### src/rtl/exc_sc_pkg.sv
package exc_sc_pkg;
  localparam int STACK_W  = 6;
  localparam int PAIR_W   = 2;
  localparam int MASK_LSB = 8;
  localparam int PEND_LSB = 8;
  localparam int CODE_LSB = 2;

  typedef struct packed {
    logic pushStack;
    logic popStack;
    logic wrStatus;
    logic loadCode;
  } exc_ctl_t;
endpackage

### src/rtl/exc_sc_ctrl.sv
module exc_sc_ctrl
  import exc_sc_pkg::*;
(
  input  logic     regWrEn,
  input  logic     regSel,
  input  logic     excEnter,
  input  logic     excReturn,
  output exc_ctl_t ctl
);
  // Entry wins over return; software writes yield to both strobes.
  always_comb begin
    ctl           = '0;
    ctl.pushStack = excEnter;
    ctl.loadCode  = excEnter;
    ctl.popStack  = excReturn && !excEnter;
    ctl.wrStatus  = regWrEn && !regSel && !excEnter && !excReturn;
  end
endmodule

### src/rtl/exc_sc_dp.sv
module exc_sc_dp
  import exc_sc_pkg::*;
#(
  parameter int DATA_W     = 32,
  parameter int NUM_LEVELS = 5,
  parameter int CODE_W     = 5
) (
  input  logic                  clk,
  input  logic                  rstN,
  input  exc_ctl_t              ctl,
  input  logic [DATA_W-1:0]     wrData,
  input  logic                  rdSel,
  input  logic [NUM_LEVELS-1:0] intReq,
  input  logic [CODE_W-1:0]     codeIn,
  output logic [DATA_W-1:0]     statusVal,
  output logic [DATA_W-1:0]     causeVal,
  output logic [DATA_W-1:0]     rdData,
  output logic                  irqOut
);
  localparam int OLD_LSB = STACK_W - PAIR_W;

  logic [STACK_W-1:0]    stackQ, stackD;
  logic [NUM_LEVELS-1:0] maskQ, maskD;
  logic [NUM_LEVELS-1:0] pendQ;
  logic [NUM_LEVELS-1:0] hitVec;
  logic [CODE_W-1:0]     codeQ;

  always_comb begin
    stackD = stackQ;
    maskD  = maskQ;
    if (ctl.pushStack) begin
      stackD = {stackQ[STACK_W-PAIR_W-1:0], {PAIR_W{1'b0}}};
    end else if (ctl.popStack) begin
      stackD = {stackQ[STACK_W-1:OLD_LSB], stackQ[STACK_W-1:PAIR_W]};
    end else if (ctl.wrStatus) begin
      stackD = wrData[STACK_W-1:0];
      maskD  = wrData[MASK_LSB +: NUM_LEVELS];
    end
  end

  always_ff @(posedge clk or negedge rstN) begin
    if (!rstN) begin
      stackQ <= '0;
      maskQ  <= '0;
      codeQ  <= '0;
    end else begin
      stackQ <= stackD;
      maskQ  <= maskD;
      if (ctl.loadCode) codeQ <= codeIn;
    end
  end

  // One pending flop and one qualified-hit term per interrupt level.
  for (genvar lvl = 0; lvl < NUM_LEVELS; lvl++) begin : g_level
    always_ff @(posedge clk or negedge rstN) begin
      if (!rstN) pendQ[lvl] <= 1'b0;
      else       pendQ[lvl] <= intReq[lvl];
    end
    assign hitVec[lvl] = pendQ[lvl] & maskQ[lvl];
  end

  always_comb begin
    statusVal                          = '0;
    statusVal[STACK_W-1:0]             = stackQ;
    statusVal[MASK_LSB +: NUM_LEVELS]  = maskQ;
    causeVal                           = '0;
    causeVal[PEND_LSB +: NUM_LEVELS]   = pendQ;
    causeVal[CODE_LSB +: CODE_W]       = codeQ;
  end

  assign rdData = rdSel ? causeVal : statusVal;
  assign irqOut = stackQ[0] & (|hitVec);
endmodule

### src/rtl/exc_status_cause.sv
module exc_status_cause
  import exc_sc_pkg::*;
#(
  parameter int DATA_W     = 32,
  parameter int NUM_LEVELS = 5,
  parameter int CODE_W     = 5
) (
  input  logic                  clk,
  input  logic                  rstN,
  input  logic                  regWrEn,
  input  logic                  regSel,
  input  logic [DATA_W-1:0]     regWrData,
  output logic [DATA_W-1:0]     regRdData,
  input  logic [NUM_LEVELS-1:0] intReq,
  input  logic                  excEnter,
  input  logic [CODE_W-1:0]     excCode,
  input  logic                  excReturn,
  output logic                  takeIrq
);
  exc_ctl_t          ctl;
  logic [DATA_W-1:0] statusVal;
  logic [DATA_W-1:0] causeVal;

  exc_sc_ctrl u_ctrl (
    .regWrEn  (regWrEn),
    .regSel   (regSel),
    .excEnter (excEnter),
    .excReturn(excReturn),
    .ctl      (ctl)
  );

  exc_sc_dp #(
    .DATA_W    (DATA_W),
    .NUM_LEVELS(NUM_LEVELS),
    .CODE_W    (CODE_W)
  ) u_dp (
    .clk      (clk),
    .rstN     (rstN),
    .ctl      (ctl),
    .wrData   (regWrData),
    .rdSel    (regSel),
    .intReq   (intReq),
    .codeIn   (excCode),
    .statusVal(statusVal),
    .causeVal (causeVal),
    .rdData   (regRdData),
    .irqOut   (takeIrq)
  );
endmodule

### config.mk
export PLATFORM = sky130hd
export DESIGN_NAME = exc_status_cause
export DESIGN_NICKNAME = d
export VERILOG_FILES = /design/src/rtl/exc_sc_pkg.sv /design/src/rtl/exc_sc_ctrl.sv /design/src/rtl/exc_sc_dp.sv /design/src/rtl/exc_status_cause.sv
export SDC_FILE = /design/constraint.sdc
export NUM_CORES = 1
export LEC_CHECK = 0
export BUFFER_PORTS_ARGS = -buffer_cell sky130_fd_sc_hd__buf_2
export CORE_MARGIN = 4
export CORE_UTILIZATION = 45
export CTS_CLUSTER_DIAMETER = 50
export CTS_CLUSTER_SIZE = 25
export DETAILED_ROUTE_END_ITERATION = 10
export MAX_ROUTING_LAYER = met4
export PLACE_DENSITY = 0.8
export SLEW_MARGIN = 10
export SYNTH_ARGS = -nofsm -noshare
export SYNTH_HDL_FRONTEND = slang
export SYNTH_HIERARCHICAL = 1
export SYNTH_SLANG_ARGS = --single-unit
### constraint.sdc
create_clock -name clk -period 1.1 [get_ports clk]
set_input_delay 0.055 -clock clk [delete_from_list [all_inputs] [get_ports clk]]
set_output_delay 0.055 -clock clk [all_outputs]
set_load 0.005 [all_outputs]
==> metrics.yaml, run 1 <==
outcome:
  status: "complete, but fails checks"
  violations: "negative setup slack"
global_route:
  overflow: 0
  track_usage_pct: 16.9
  antenna_found_initial: 0
  grt_max_degree: 22
  grt_pass1_vias: 877
  grt_pass1_wl_um: 4170
pwr:
  irDropWorstVdd_mv: 0.914
  combinationalPowerShare_pct: 28.4
  p_total_mw: 1.81
  switching_share_pct: 26.9
  p_leak_nw: 0.841
  p_int_mw: 1.32
  clkPwrFrac_pct: 21.1
  powerDensity_mw_per_mm2: 1090
  switching_power_mw: 0.486
  p_seq_share_pct: 50.5
sta:
  report.final.slew_viol_count: 0
  holdWs_ns: 0.0380
  setup_viol: 11
  hold_viol_final: 0
  setup_tns_ns: -1.13
  fin_skew_ns: 0.00480
  finalWorstSetupSlack_ns: -0.336
  fmax_ghz: 0.696
  min_period_ns: 1.44
  rsz0062_at_grt: "true"
  finalCritPeriodShare_pct: 131
floorplan:
  die_y_um: 59.2
  die_area_mm2: 0.00351
  die_x_um: 59.2
  io_pins: 81
  design.core.area_mm2: 0.00250
  initial_utilization_pct: 47.2
  rows: 18
worst_setup_path:
  end_kind: "output port"
  worst-path-buf-inv: 1
  startpoint_type: "register"
  cp_data_arrival_time_ns: 1.38
  cp_top_family: "compound AO/OA/AOI/OAI gates"
  crit_chain: "a222oi_1 > a21boi_0 > buf_2"
  critPathKind: "reg2out"
  critPathMaxFanout: 2
  max_stage_delay_ns: 0.40
  r2r_setup_slack_ns: -0.01
  cp.required_ns: 1.04
  cpMaxStageDelayCell: "dfrtp_1"
cells_and_area:
  multi_input_area_um2: 568
  antenna_cells: 0
  syn_to_final_growth_pct: 40.2
  drive_above_1_share_pct: 52.1
  regArea_um2: 526
  final_cells: 195
  final_util_pct: 66.2
  n_fill_cell: 181
  nets: 214
placement:
  place_congestion: 0.763
  hpwlAfterDp_um: 1800
  place_inst: 166
  port_buffers: 39
clock_tree:
  numClockSinks: 21
  cts-root-buf: "clkbuf_4"
  clkLatencyLatePin_ns: 0.31
  h-tree-depth: 1
  clock_path_buffers: 2
  clk_pin_slew_ns: 0.12
  cts_tree: "yes"
  numCtsBuffers: 3
routing:
  wl_per_cell_um: 14.2
  wl_um: 2770
  detailedRoute.firstPassIterationCount: 4
  drcViolationCount: 0
  ant_nets: 0
  drtIter0Drc: 17
  drt-vias-per-instance: 4.61
  via_count: 899
logic_synthesis:
  syn_avg_cell_area_um2: 12.3
  synth_area_mm2: 0.00118
  postSynthCellCount: 96
  synth_warnings: 6
min_path:
  hp-class: "in2reg"
flow_run:
  drv_cap: 0
registers in the layout, summed over array words and instances (netlist names):
signal and cells:
u_dp/causeVal 5, u_dp/codeQ 5, u_dp/maskQ 5, u_dp/stackQ 6
power by group through the flow:
stage | clock network, mW | logic, mW | registers, mW
2_1_floorplan | 0 | 0.280 | 0.908
3_3_place_gp | 0 | 0.358 | 0.924
3_5_place_dp | 0 | 0.370 | 0.928
4_1_cts | 0.382 | 0.474 | 0.907
5_1_grt | 0.430 | 0.553 | 0.923
6_report | 0.380 | 0.513 | 0.912
worst min-delay path, cell delays in order:
cell     delay, ns
buf_2         0.08
mux2i_1       0.05
o21ai_0       0.13
repair_timing:
item | 4_1_cts | 5_1_grt
setup buffers | 7 | 2
endpoints found under the setup margin | 10 | 13
endpoints found under the hold margin | 36 | 0
gates resized for setup | 3 | 7
pin swaps | 2 | 1
hold buffers | 16 | 0
final timing paths:
check / startpoint / end / cells after the start
max reg2reg: u_dp/stackQ[3] / u_dp/stackQ[3] / 4
max: u_dp/causeVal[11] / takeIrq / 3
min in group asynchronous: rstN / u_dp/causeVal[11] / 2
min: regWrData[5] / u_dp/stackQ[5] / 3
max in group asynchronous: rstN / u_dp/stackQ[3] / 2
min reg2reg: u_dp/codeQ[2] / u_dp/codeQ[2] / 1
area by class of cell:
class | count | area share [%]
clock inverters | 1 | 0.303
well taps | 30 | 2.27
flip-flops and latches | 21 | 31.8
repair buffers | 71 | 30.0
multi-input cells | 69 | 34.3
clock buffers | 3 | 1.36
cells in the final DEF, fill, tap and decap left out, types with 3 or more instances in the layout:
cell type	n
clkbuf_4	3
dlygate4sd3_1	16
conb_1	20
dfrtp_1	21
mux2_2	16
mux2i_1	6
nand2_1	4
buf_2	37
buf_4	14
mux2_4	7
buf_6	4
routing by layer:
layer | global-route usage, % | vias to the layer above | share of wire [%] | routed length, um
li1 | - | 429 | - | -
met2 | 26.5 | 45 | 52 | 1440
met4 | 6.80 | 0 | 1.7 | 48
met1 | 21.9 | 418 | 40 | 1100
met5 | - | - | 0 | 0
met3 | 2.40 | 7 | 6.9 | 191
stage by stage:
| step | cell area [um2] | setup WS (ns) |
|---|---|---|
| after floorplan | 1260 | -0.185 |
| after global placement | 1360 | -0.184 |
| after detailed placement | 1360 | -0.214 |
| after CTS | 1610 | -0.357 |
| after global routing | 1650 | -0.421 |
| final | 1650 | -0.336 |
Power figures use the tool's default switching activity.
==> run 2, diff against run 1 <==
--- a/config.mk
+++ b/config.mk
@@ -6,13 +6,14 @@
 export NUM_CORES = 1
 export LEC_CHECK = 0
 export BUFFER_PORTS_ARGS = -buffer_cell sky130_fd_sc_hd__buf_2
+export CORE_ASPECT_RATIO = 2
 export CORE_MARGIN = 4
-export CORE_UTILIZATION = 45
+export CORE_UTILIZATION = 40
 export CTS_CLUSTER_DIAMETER = 50
 export CTS_CLUSTER_SIZE = 25
 export DETAILED_ROUTE_END_ITERATION = 10
 export MAX_ROUTING_LAYER = met4
-export PLACE_DENSITY = 0.8
+export PLACE_DENSITY = 0.76
 export SLEW_MARGIN = 10
 export SYNTH_ARGS = -nofsm -noshare
 export SYNTH_HDL_FRONTEND = slang
==> constraint.sdc (replaced) <==
create_clock -name clk -period 1.24 [get_ports clk]
set_input_delay 0.062 -clock clk [delete_from_list [all_inputs] [get_ports clk]]
set_output_delay 0.062 -clock clk [all_outputs]
set_load 0.005 [all_outputs]
==> metrics.yaml, run 2 (synthesis results as in run 1) <==
outcome:
  status: "complete, but fails checks"
  violations: "negative setup slack"
cells_and_area:
  top_register: "u_dp/stackQ"
  drive_above_1_share_pct: 51.7
  layout_commonest_cell: "buf_2"
  nets: 196
  syn_to_final_growth_pct: 26.2
  design_area_mm2: 0.00149
  n_fill_cell: 247
  final_cell_mix: "buf_2, dfrtp_1, conb_1"
  regArea_um2: 526
  antenna_cells: 0
  multi_input_area_um2: 557
  largest_reg_flops: 6
clock_tree:
  cts-root-buf: "clkbuf_8"
  numClockSinks: 21
  numCtsBuffers: 3
  cts_tree: "yes"
  clock_path_buffers: 2
  h-tree-depth: 1
  clk_pin_slew_ns: 0.07
  clkLatencyLatePin_ns: 0.25
routing:
  detailedRoute.firstPassIterationCount: 5
  via_count: 827
  wl_um: 2500
  drcViolationCount: 0
  wl_per_cell_um: 14.2
  drtIter0Drc: 21
  ant_nets: 0
  drt-vias-per-instance: 4.70
sta:
  hold_viol_final: 0
  min_period_ns: 1.41
  fin_skew_ns: 0.00182
  fmax_ghz: 0.709
  setup_tns_ns: -0.170
  setup_viol: 1
  report.final.slew_viol_count: 0
  rsz0062_at_grt: "true"
  finalCritPeriodShare_pct: 114
  finalWorstSetupSlack_ns: -0.170
floorplan:
  rows: 27
  die_area_mm2: 0.00394
  initial_utilization_pct: 42.1
  die_y_um: 84.8
  design.core.area_mm2: 0.00280
  die_x_um: 46.4
  io_pins: 81
min_path:
  min-delay-start: "excCode[4]"
  worstHoldPathCells: 2
  holdPathEnd: "u_dp/codeQ[4]"
  hp-class: "in2reg"
worst_setup_path:
  crit_chain: "a222oi_1 > a21boi_1 > buf_2"
  worst-path-buf-inv: 1
  critPathMaxFanout: 2
  end_kind: "output port"
  startpoint_type: "register"
  timing.rr.end: "u_dp/stackQ[2]"
  timing.rr.start: "u_dp/stackQ[2]"
  critPathKind: "reg2out"
  r2r_setup_slack_ns: 0.22
  crit_start: "u_dp/maskQ[3]"
  cp_data_arrival_time_ns: 1.35
  cp.required_ns: 1.18
  max_stage_delay_ns: 0.44
  cp_top_family: "compound AO/OA/AOI/OAI gates"
  cpMaxStageDelayCell: "a222oi_1"
  rr_worst_depth: 3
global_route:
  overflow: 0
  track_usage_pct: 14.1
  grt_max_degree: 22
  grt_pass1_wl_um: 4060
  antenna_found_initial: 0
  grt_pass1_vias: 911
pwr:
  powerDensity_mw_per_mm2: 1100
  irDropWorstVdd_mv: 0.771
  p_leak_nw: 0.758
placement:
  hpwlAfterDp_um: 1940
  port_buffers: 39
  place_congestion: 0.752
  place_area_mm2: 0.00135
flow_run:
  drv_cap: 0
-- run 2: worst max path at each step --
stage                           to  slack, ns  cells past startpoint
global placement     u_dp/maskQ[0]      -0.06                      5
floorplan            u_dp/maskQ[0]      -0.05                      4
CTS                        takeIrq      -0.20                      3
detailed placement  u_dp/stackQ[3]      -0.11                      6
global route               takeIrq      -0.20                      3
finish                     takeIrq      -0.17                      3
-- run 2: report_power, final --
group          total, mW  switching, mW  leakage, nW  internal, mW
logic              0.385          0.144        0.473         0.241
clock network      0.441          0.212       0.0228         0.229
registers          0.810         0.0516        0.261         0.758
total               1.64          0.408        0.758          1.23
-- run 2: cell type report --
cell class,instances,share of cell area (%)
tap,29,2.44
multi-input combinational,69,37.4
clock buffer,4,3.03
timing repair buffer,53,21.8
sequential,21,35.3
-- run 2: routing by layer --
| layer | global-route usage [%] | share of wire, % | routed length [um] |
|---|---|---|---|
| met2 | 24.9 | 58 | 1460 |
| met5 | - | 0 | 0 |
| met4 | 4.66 | 1.0 | 25 |
| met3 | 2.58 | 6.8 | 170 |
| met1 | 14.7 | 34 | 843 |
-- run 2: repair_timing --
item / CTS / global route
setup buffers: 1 / 2
resized for setup: 0 / 4
endpoints found under the setup margin: 1 / 2
hold endpoints to repair: 26 / 0
pin swaps: 2 / 2
hold buffers: 6 / 0
-- run 2: per-stage QoR --
step / total power, mW / instances / hold WS, ns / utilization (%) / worst slack, ns
2_1_floorplan: 1.05 / 115 / -0.234 / - / -0.0520
3_3_place_gp: 1.14 / 163 / 0.0411 / 48.1 / -0.0611
3_5_place_dp: 1.15 / 163 / 0.0475 / 48.1 / -0.114
4_1_cts: 1.62 / 174 / 0.0269 / 52.1 / -0.205
5_1_grt: 1.74 / 176 / 0.0311 / 53.1 / -0.202
6_report: 1.64 / 176 / 0.0338 / 53.1 / -0.170
